`config.mk`:
```
export PLATFORM = sky130hd
export DESIGN_NAME = extirq_ctrl
export DESIGN_NICKNAME = d
export VERILOG_FILES = /design/src/rtl/extirq_pkg.sv /design/src/rtl/extirq_sync.sv /design/src/rtl/extirq_line.sv /design/src/rtl/extirq_ctrl.sv
export SDC_FILE = /design/constraint.sdc
export NUM_CORES = 1
export LEC_CHECK = 0
export BUFFER_PORTS_ARGS = -buffer_cell sky130_fd_sc_hd__buf_4
export CORE_MARGIN = 8
export CORE_UTILIZATION = 48
export DETAILED_ROUTE_END_ITERATION = 6
export PLACE_DENSITY = 0.8
export SKIP_LAST_GASP = 1
export SLEW_MARGIN = 30
export SYNTH_ARGS = -nofsm -noshare
export SYNTH_HDL_FRONTEND = slang
export SYNTH_SLANG_ARGS = --single-unit
```
`constraint.sdc`:
```
create_clock -name clk -period 1.5 [get_ports clk]
set_clock_uncertainty 0.05 [all_clocks]
set_input_delay 0.225 -clock clk [delete_from_list [all_inputs] [get_ports clk]]
set_output_delay 0.225 -clock clk [all_outputs]
set_load 0.005 [all_outputs]
```
`src/rtl/extirq_pkg.sv`:
```
package extirq_pkg;

    localparam int SLOT_W        = 8;
    localparam int SLOTS_PER_REG = 4;
    localparam int CLR_BIT       = 4;

    // bit 0 level-select, bit 1 polarity, bit 2 both-edge, bit 3 mask
    typedef struct packed {
        logic mask;
        logic both;
        logic pol;
        logic lvl;
    } line_cfg_t;

    localparam line_cfg_t CFG_RESET = '{mask: 1'b0, both: 1'b0, pol: 1'b0, lvl: 1'b1};

    // edge qualifier for one line given current and previous synchronised value
    function automatic logic edge_hit(line_cfg_t c, logic cur, logic prev);
        logic rise;
        logic fall;
        rise = cur & ~prev;
        fall = ~cur & prev;
        if (c.lvl)       return 1'b0;
        else if (c.both) return rise | fall;
        else if (c.pol)  return rise;
        else             return fall;
    endfunction

endpackage

```
`src/rtl/extirq_sync.sv`:
```
module extirq_sync #(
    parameter int W = 6
) (
    input  logic         clk,
    input  logic         rst_n,
    input  logic [W-1:0] async_i,
    output logic [W-1:0] sync_o
);

    typedef struct packed {
        logic [W-1:0] meta;
        logic [W-1:0] stable;
    } sync_t;

    sync_t st_d, st_q;

    always_comb begin
        st_d        = st_q;
        st_d.meta   = async_i;
        st_d.stable = st_q.meta;
    end

    always_ff @(posedge clk or negedge rst_n) begin
        if (!rst_n) st_q <= '0;
        else        st_q <= st_d;
    end

    assign sync_o = st_q.stable;

endmodule

```
`src/rtl/extirq_line.sv`:
```
module extirq_line
    import extirq_pkg::*;
(
    input  logic      clk,
    input  logic      rst_n,
    input  logic      s_i,
    input  line_cfg_t cfg_i,
    input  logic      clr_i,
    output logic      req_o
);

    typedef struct packed {
        logic prev;
        logic flag;
    } line_st_t;

    line_st_t st_d, st_q;
    logic     hit;

    always_comb begin
        st_d      = st_q;
        hit       = edge_hit(cfg_i, s_i, st_q.prev);
        st_d.prev = s_i;
        if (cfg_i.lvl)  st_d.flag = 1'b0;
        else if (hit)   st_d.flag = 1'b1;
        else if (clr_i) st_d.flag = 1'b0;
        req_o = cfg_i.mask & (cfg_i.lvl ? (s_i == cfg_i.pol) : st_q.flag);
    end

    always_ff @(posedge clk or negedge rst_n) begin
        if (!rst_n) st_q <= '0;
        else        st_q <= st_d;
    end


    flag_hold_chk: assert property (@(posedge clk) disable iff (!rst_n)
        (st_q.flag && !cfg_i.lvl && !clr_i) |=> st_q.flag);


    clear_drop_chk: assert property (@(posedge clk) disable iff (!rst_n)
        (clr_i && !cfg_i.lvl && (s_i == st_q.prev)) |=> !st_q.flag);


    flag_rise_chk: assert property (@(posedge clk) disable iff (!rst_n)
        $rose(st_q.flag) |-> $past(s_i != st_q.prev));


    level_noflag_chk: assert property (@(posedge clk) disable iff (!rst_n)
        ($past(cfg_i.lvl) && cfg_i.lvl) |-> !st_q.flag);

endmodule

```
`src/rtl/extirq_ctrl.sv`:
```
module extirq_ctrl
    import extirq_pkg::*;
#(
    parameter int NUM_LINES = 6,
    parameter int INT_W     = 32,
    parameter int INT_BASE  = 24,
    parameter bit CASCADE   = 1'b1,
    localparam int NREG     = (NUM_LINES + SLOTS_PER_REG - 1) / SLOTS_PER_REG,
    localparam int IDX_W    = (NREG > 1) ? $clog2(NREG) : 1
) (
    input  logic                 clk,
    input  logic                 rst_n,
    input  logic [NUM_LINES-1:0] pin_i,
    input  logic                 wr_en_i,
    input  logic [IDX_W-1:0]     wr_idx_i,
    input  logic [31:0]          wr_data_i,
    input  logic [IDX_W-1:0]     rd_idx_i,
    output logic [31:0]          rd_data_o,
    output logic [NUM_LINES-1:0] irq_o,
    output logic [INT_W-1:0]     casc_o
);

    typedef struct packed {
        line_cfg_t [NUM_LINES-1:0] cfg;
    } regs_t;

    regs_t                regs_d, regs_q;
    logic [NUM_LINES-1:0] clr;
    logic [NUM_LINES-1:0] s_lines;
    logic [NUM_LINES-1:0] line_req;
    logic [NUM_LINES-1:0] mask_vec;

    always_comb begin
        regs_d = regs_q;
        clr    = '0;
        for (int i = 0; i < NUM_LINES; i++) begin
            if (wr_en_i && (wr_idx_i == IDX_W'(i / SLOTS_PER_REG))) begin
                regs_d.cfg[i] = line_cfg_t'(wr_data_i[(i % SLOTS_PER_REG)*SLOT_W +: 4]);
                clr[i]        = wr_data_i[(i % SLOTS_PER_REG)*SLOT_W + CLR_BIT];
            end
        end
    end

    always_ff @(posedge clk or negedge rst_n) begin
        if (!rst_n) regs_q <= {NUM_LINES{CFG_RESET}};
        else        regs_q <= regs_d;
    end

    always_comb begin
        rd_data_o = '0;
        for (int i = 0; i < NUM_LINES; i++) begin
            if (rd_idx_i == IDX_W'(i / SLOTS_PER_REG))
                rd_data_o[(i % SLOTS_PER_REG)*SLOT_W +: 4] = regs_q.cfg[i];
        end
    end

    extirq_sync #(.W(NUM_LINES)) i_sync (
        .clk     (clk),
        .rst_n   (rst_n),
        .async_i (pin_i),
        .sync_o  (s_lines)
    );

    for (genvar g = 0; g < NUM_LINES; g++) begin : g_line
        assign mask_vec[g] = regs_q.cfg[g].mask;
        extirq_line i_line (
            .clk   (clk),
            .rst_n (rst_n),
            .s_i   (s_lines[g]),
            .cfg_i (regs_q.cfg[g]),
            .clr_i (clr[g]),
            .req_o (line_req[g])
        );
    end

    if (CASCADE) begin : g_casc
        assign casc_o = INT_W'(line_req) << INT_BASE;
        assign irq_o  = '0;
    end else begin : g_direct
        assign casc_o = '0;
        assign irq_o  = line_req;
    end


    no_unmasked_req_chk: assert property (@(posedge clk) disable iff (!rst_n)
        (line_req & ~mask_vec) == '0);


    clr_readback_chk: assert property (@(posedge clk) disable iff (!rst_n)
        (rd_data_o[CLR_BIT] == 1'b0) && (rd_data_o[SLOT_W + CLR_BIT] == 1'b0));

endmodule

```
==> impl_metrics.csv <==
group,metric,value,unit
run_status,outcome,"finished with violations",
run_status,violations,"setup timing",
global_route,grt_pass1_vias,1861,
power_and_ir_drop,p_per_area,1000,nW/um^2
placement,io_buffers,52,
setup_path,worstRegToRegCells,4,
finish,syn2layout_area_growth,20.6,%
setup_path,crit_path_start_kind,"register",
route,vias,1712,
logic_synthesis,yosysWarnings,0,
flow_run,cap_violations,0,
floorplan,fp.dieW,90.3,um
sta,worst_pin_slew,0.591,ns
placement,hpwl,3.74,mm
finish,fin_area,3190,um^2
clock_network,cts_root_buf,"clkbuf_8",
logic_synthesis,synth_commonest_cells,"buf_4 (55), nand2_1 (48), dfrtp_1 (42)",
route,drc,0,
floorplan,die_area,8150,um^2
floorplan,rows,27,
clock_network,tritoncts,"yes",
sta,fin_hold_ws,0.0718,ns
clock_network,clockBufferDepth,2,
clock_network,insertion_delay,0.29,ns
global_route,grt_usage,0.123,
setup_path,end_kind,"output pin",
logic_synthesis,netlist_top_cells_area,"dfrtp_1 (40%), buf_4 (16%), nand2_1 (6.8%), dfstp_2 (6.0%), mux2_2 (6.0%)",
finish,drive_gt1_frac,0.319,
floorplan,die_y,90.3,um
placement,place.gp.congestion,0.725,
worst_hold_path,hp-class,"in2reg",
route,wl,5.11,mm
sta,drv_slew,0,
route,detail_route.iter0.violations,46,
route,vias_per_cell,4.30,
sta,rsz0062_at_grt,"true",
worst_hold_path,hold_depth,3,
placement,placed_area,2880,um^2
logic_synthesis,yosys_most_used_dff,"dfrtp_1",
logic_synthesis,synthesis.area,2650,um^2
global_route,grt.overflow.total,0,
logic_synthesis,async_flop_share,1.00,
finish,fin_nets,380,
power_and_ir_drop,ir_drop,0.572,mV
logic_synthesis,synth-seq-cells,48,
setup_path,crit_fanout,3,
logic_synthesis,synth_edf_count,0,
logic_synthesis,yosysTopAreaCell,"dfrtp_1",
logic_synthesis,synthCells,254,
route,wl_per_cell,12.8,um
finish,n_antenna_cell,0,
route,firstDrtPassIters,4,
floorplan,ios,113,
sta,finalHoldViolCount,0,
global_route,grt_pass1_wl,8.44,mm
setup_path,critPathRequiredTime,1.22,ns
sta,period_share,1.02,
clock_network,numCtsBuffers,5,
clock_network,clkSinkCount,48,
global_route,antenna_found_initial,0,
logic_synthesis,avgSynthCellArea,10.4,um^2
floorplan,fp.coreArea,5410,um^2
clock_network,ctsHtreeMaxLevel,2,
logic_synthesis,yosysUniqueCellTypes,21,
sta,maxSlewHeadroom,0.606,
sta,setup_viol,5,
sta,worst_slack,-0.0270,ns
floorplan,start_util,0.490,
global_route,grt_max_degree,49,
logic_synthesis,synth_top_area_share,0.397,
sta,fin_crit,1.53,ns
setup_path,arrival,1.25,ns
sta,clock.fmax,655,MHz
route,final_antenna_net_count,0,
logic_synthesis,ys_seq_area_frac,0.457,
clock_network,clkTransAtPathRegs,0.09,ns
logic_synthesis,post-synth-top-count-cell,"buf_4",
power_and_ir_drop,leakagePower,1.69,nW
setup_path,path_class,"reg2out",
[power by group]
group	leakage [nW]	internal, W	switching (W)
Sequential	0.567	0.00146	0.000105
Combinational	1.07	0.000436	0.000311
Clock	0.0552	0.000495	0.000404
Total	1.69	0.00239	0.000820
[registers in the layout, summed over array words and instances, names as in the netlist]
name and cells:
i_sync.st_d 6, i_sync.sync_o 6, mask_vec 6, g_line.i_line.st_q 12, regs_q 18
[worst max-delay path, stage by stage, from the launching register on]
cell and delay, ns:
dfstp_2 0.56, mux2i_1 0.20, nor2b_1 0.06, buf_4 0.13
[cells in the final DEF (no fill, tap or decap)]
| master | synthesis | final |
|---|---|---|
| inv_1 | 16 | 16 |
| buf_6 | 1 | 1 |
| xnor2_2 | 0 | 1 |
| a21oi_2 | 4 | 4 |
| o21ai_1 | 4 | 4 |
| nand2_2 | 1 | 1 |
| clkbuf_1 | 1 | 1 |
| nor2b_1 | 15 | 15 |
| buf_4 | 55 | 69 |
| dlygate4sd3_1 | 0 | 7 |
| mux2_1 | 8 | 7 |
| nand2b_1 | 1 | 1 |
| a21oi_1 | 2 | 2 |
| nand2_1 | 48 | 48 |
| bufinv_16 | 0 | 1 |
| xnor2_1 | 6 | 5 |
| conb_1 | 1 | 48 |
| clkinv_2 | 0 | 1 |
| mux2_4 | 0 | 2 |
| o21ai_0 | 2 | 2 |
| ha_1 | 12 | 12 |
| clkbuf_8 | 0 | 5 |
| dfstp_2 | 6 | 6 |
| dfrtp_1 | 42 | 42 |
| mux2i_1 | 12 | 12 |
| mux2_2 | 14 | 13 |
[stage by stage]
| step | std cells | utilization | total power [W] | TNS, ns | worst slack [ns] |
|---|---|---|---|---|---|
| 2_1_floorplan | 301 | - | 0.00207 | 0 | 0.338 |
| 3_3_place_gp | 368 | 0.534 | 0.00222 | 0 | 0.269 |
| 3_5_place_dp | 368 | 0.534 | 0.00224 | 0 | 0.243 |
| 4_1_cts | 395 | 0.583 | 0.00322 | -0.156 | -0.0455 |
| 5_1_grt | 398 | 0.591 | 0.00339 | -0.491 | -0.0942 |
| 6_report | 398 | 0.591 | 0.00321 | -0.0593 | -0.0270 |
[routing by layer]
metal,part of all wire,global-route usage,up-vias,wire (um)
li1,-,-,836,-
met1,0.41,0.132,820,2120
met2,0.53,0.222,51,2690
met3,0.051,0.0357,5,259
met4,0.0082,0.0430,0,42
met5,0,0,-,0
[area by class of cell]
type	count	area, um^2
fill	473	2210
sequential	48	1210
timing repair buffer	77	599
clock buffer	6	72.6
tap	72	90.1
inverter	16	60.1
clock inverter	2	35.0
multi-input combinational	177	1130
[cells by family (layout without fill, tap and decap cells)]
| group | count (synthesis) | after routing | synth area share |
|---|---|---|---|
| buffers and inverters | 76 | 101 | 0.190 |
| XOR/XNOR | 6 | 6 | 0.0198 |
| AO/OA/AOI/OAI | 12 | 12 | 0.0284 |
| AND/OR/NAND/NOR | 65 | 65 | 0.108 |
| flip-flops | 48 | 48 | 0.457 |
| adder cells (fa/ha/maj) | 12 | 12 | 0.0567 |
| other | 1 | 48 | 0.00142 |
| multiplexers | 34 | 34 | 0.139 |
[timing repair]
item,in CTS,in global routing
hold buffers,7,0
endpoints found under the hold margin,48,0
gates cloned,0,0
resized for setup,0,4
buffers inserted,12,3
pin swaps,0,3
setup endpoints to repair,6,8
[path summary, 6_finish.rpt]
check	startpoint	to	slack (ns)
worst max-delay path	regs_q[16]	casc_o[28]	-0.03
worst max register to register	i_sync.sync_o[5]	g_line[5].i_line.st_q[0]	0.17
min in group asynchronous	rst_n	i_sync.st_d[5]	0.43
max in group asynchronous	rst_n	mask_vec[2]	0.57
worst min register to register	i_sync.st_d[1]	i_sync.sync_o[1]	0.30
worst min-delay path	wr_data_i[25]	regs_q[13]	0.07
Note: power is estimated with default switching activity, not from simulation.
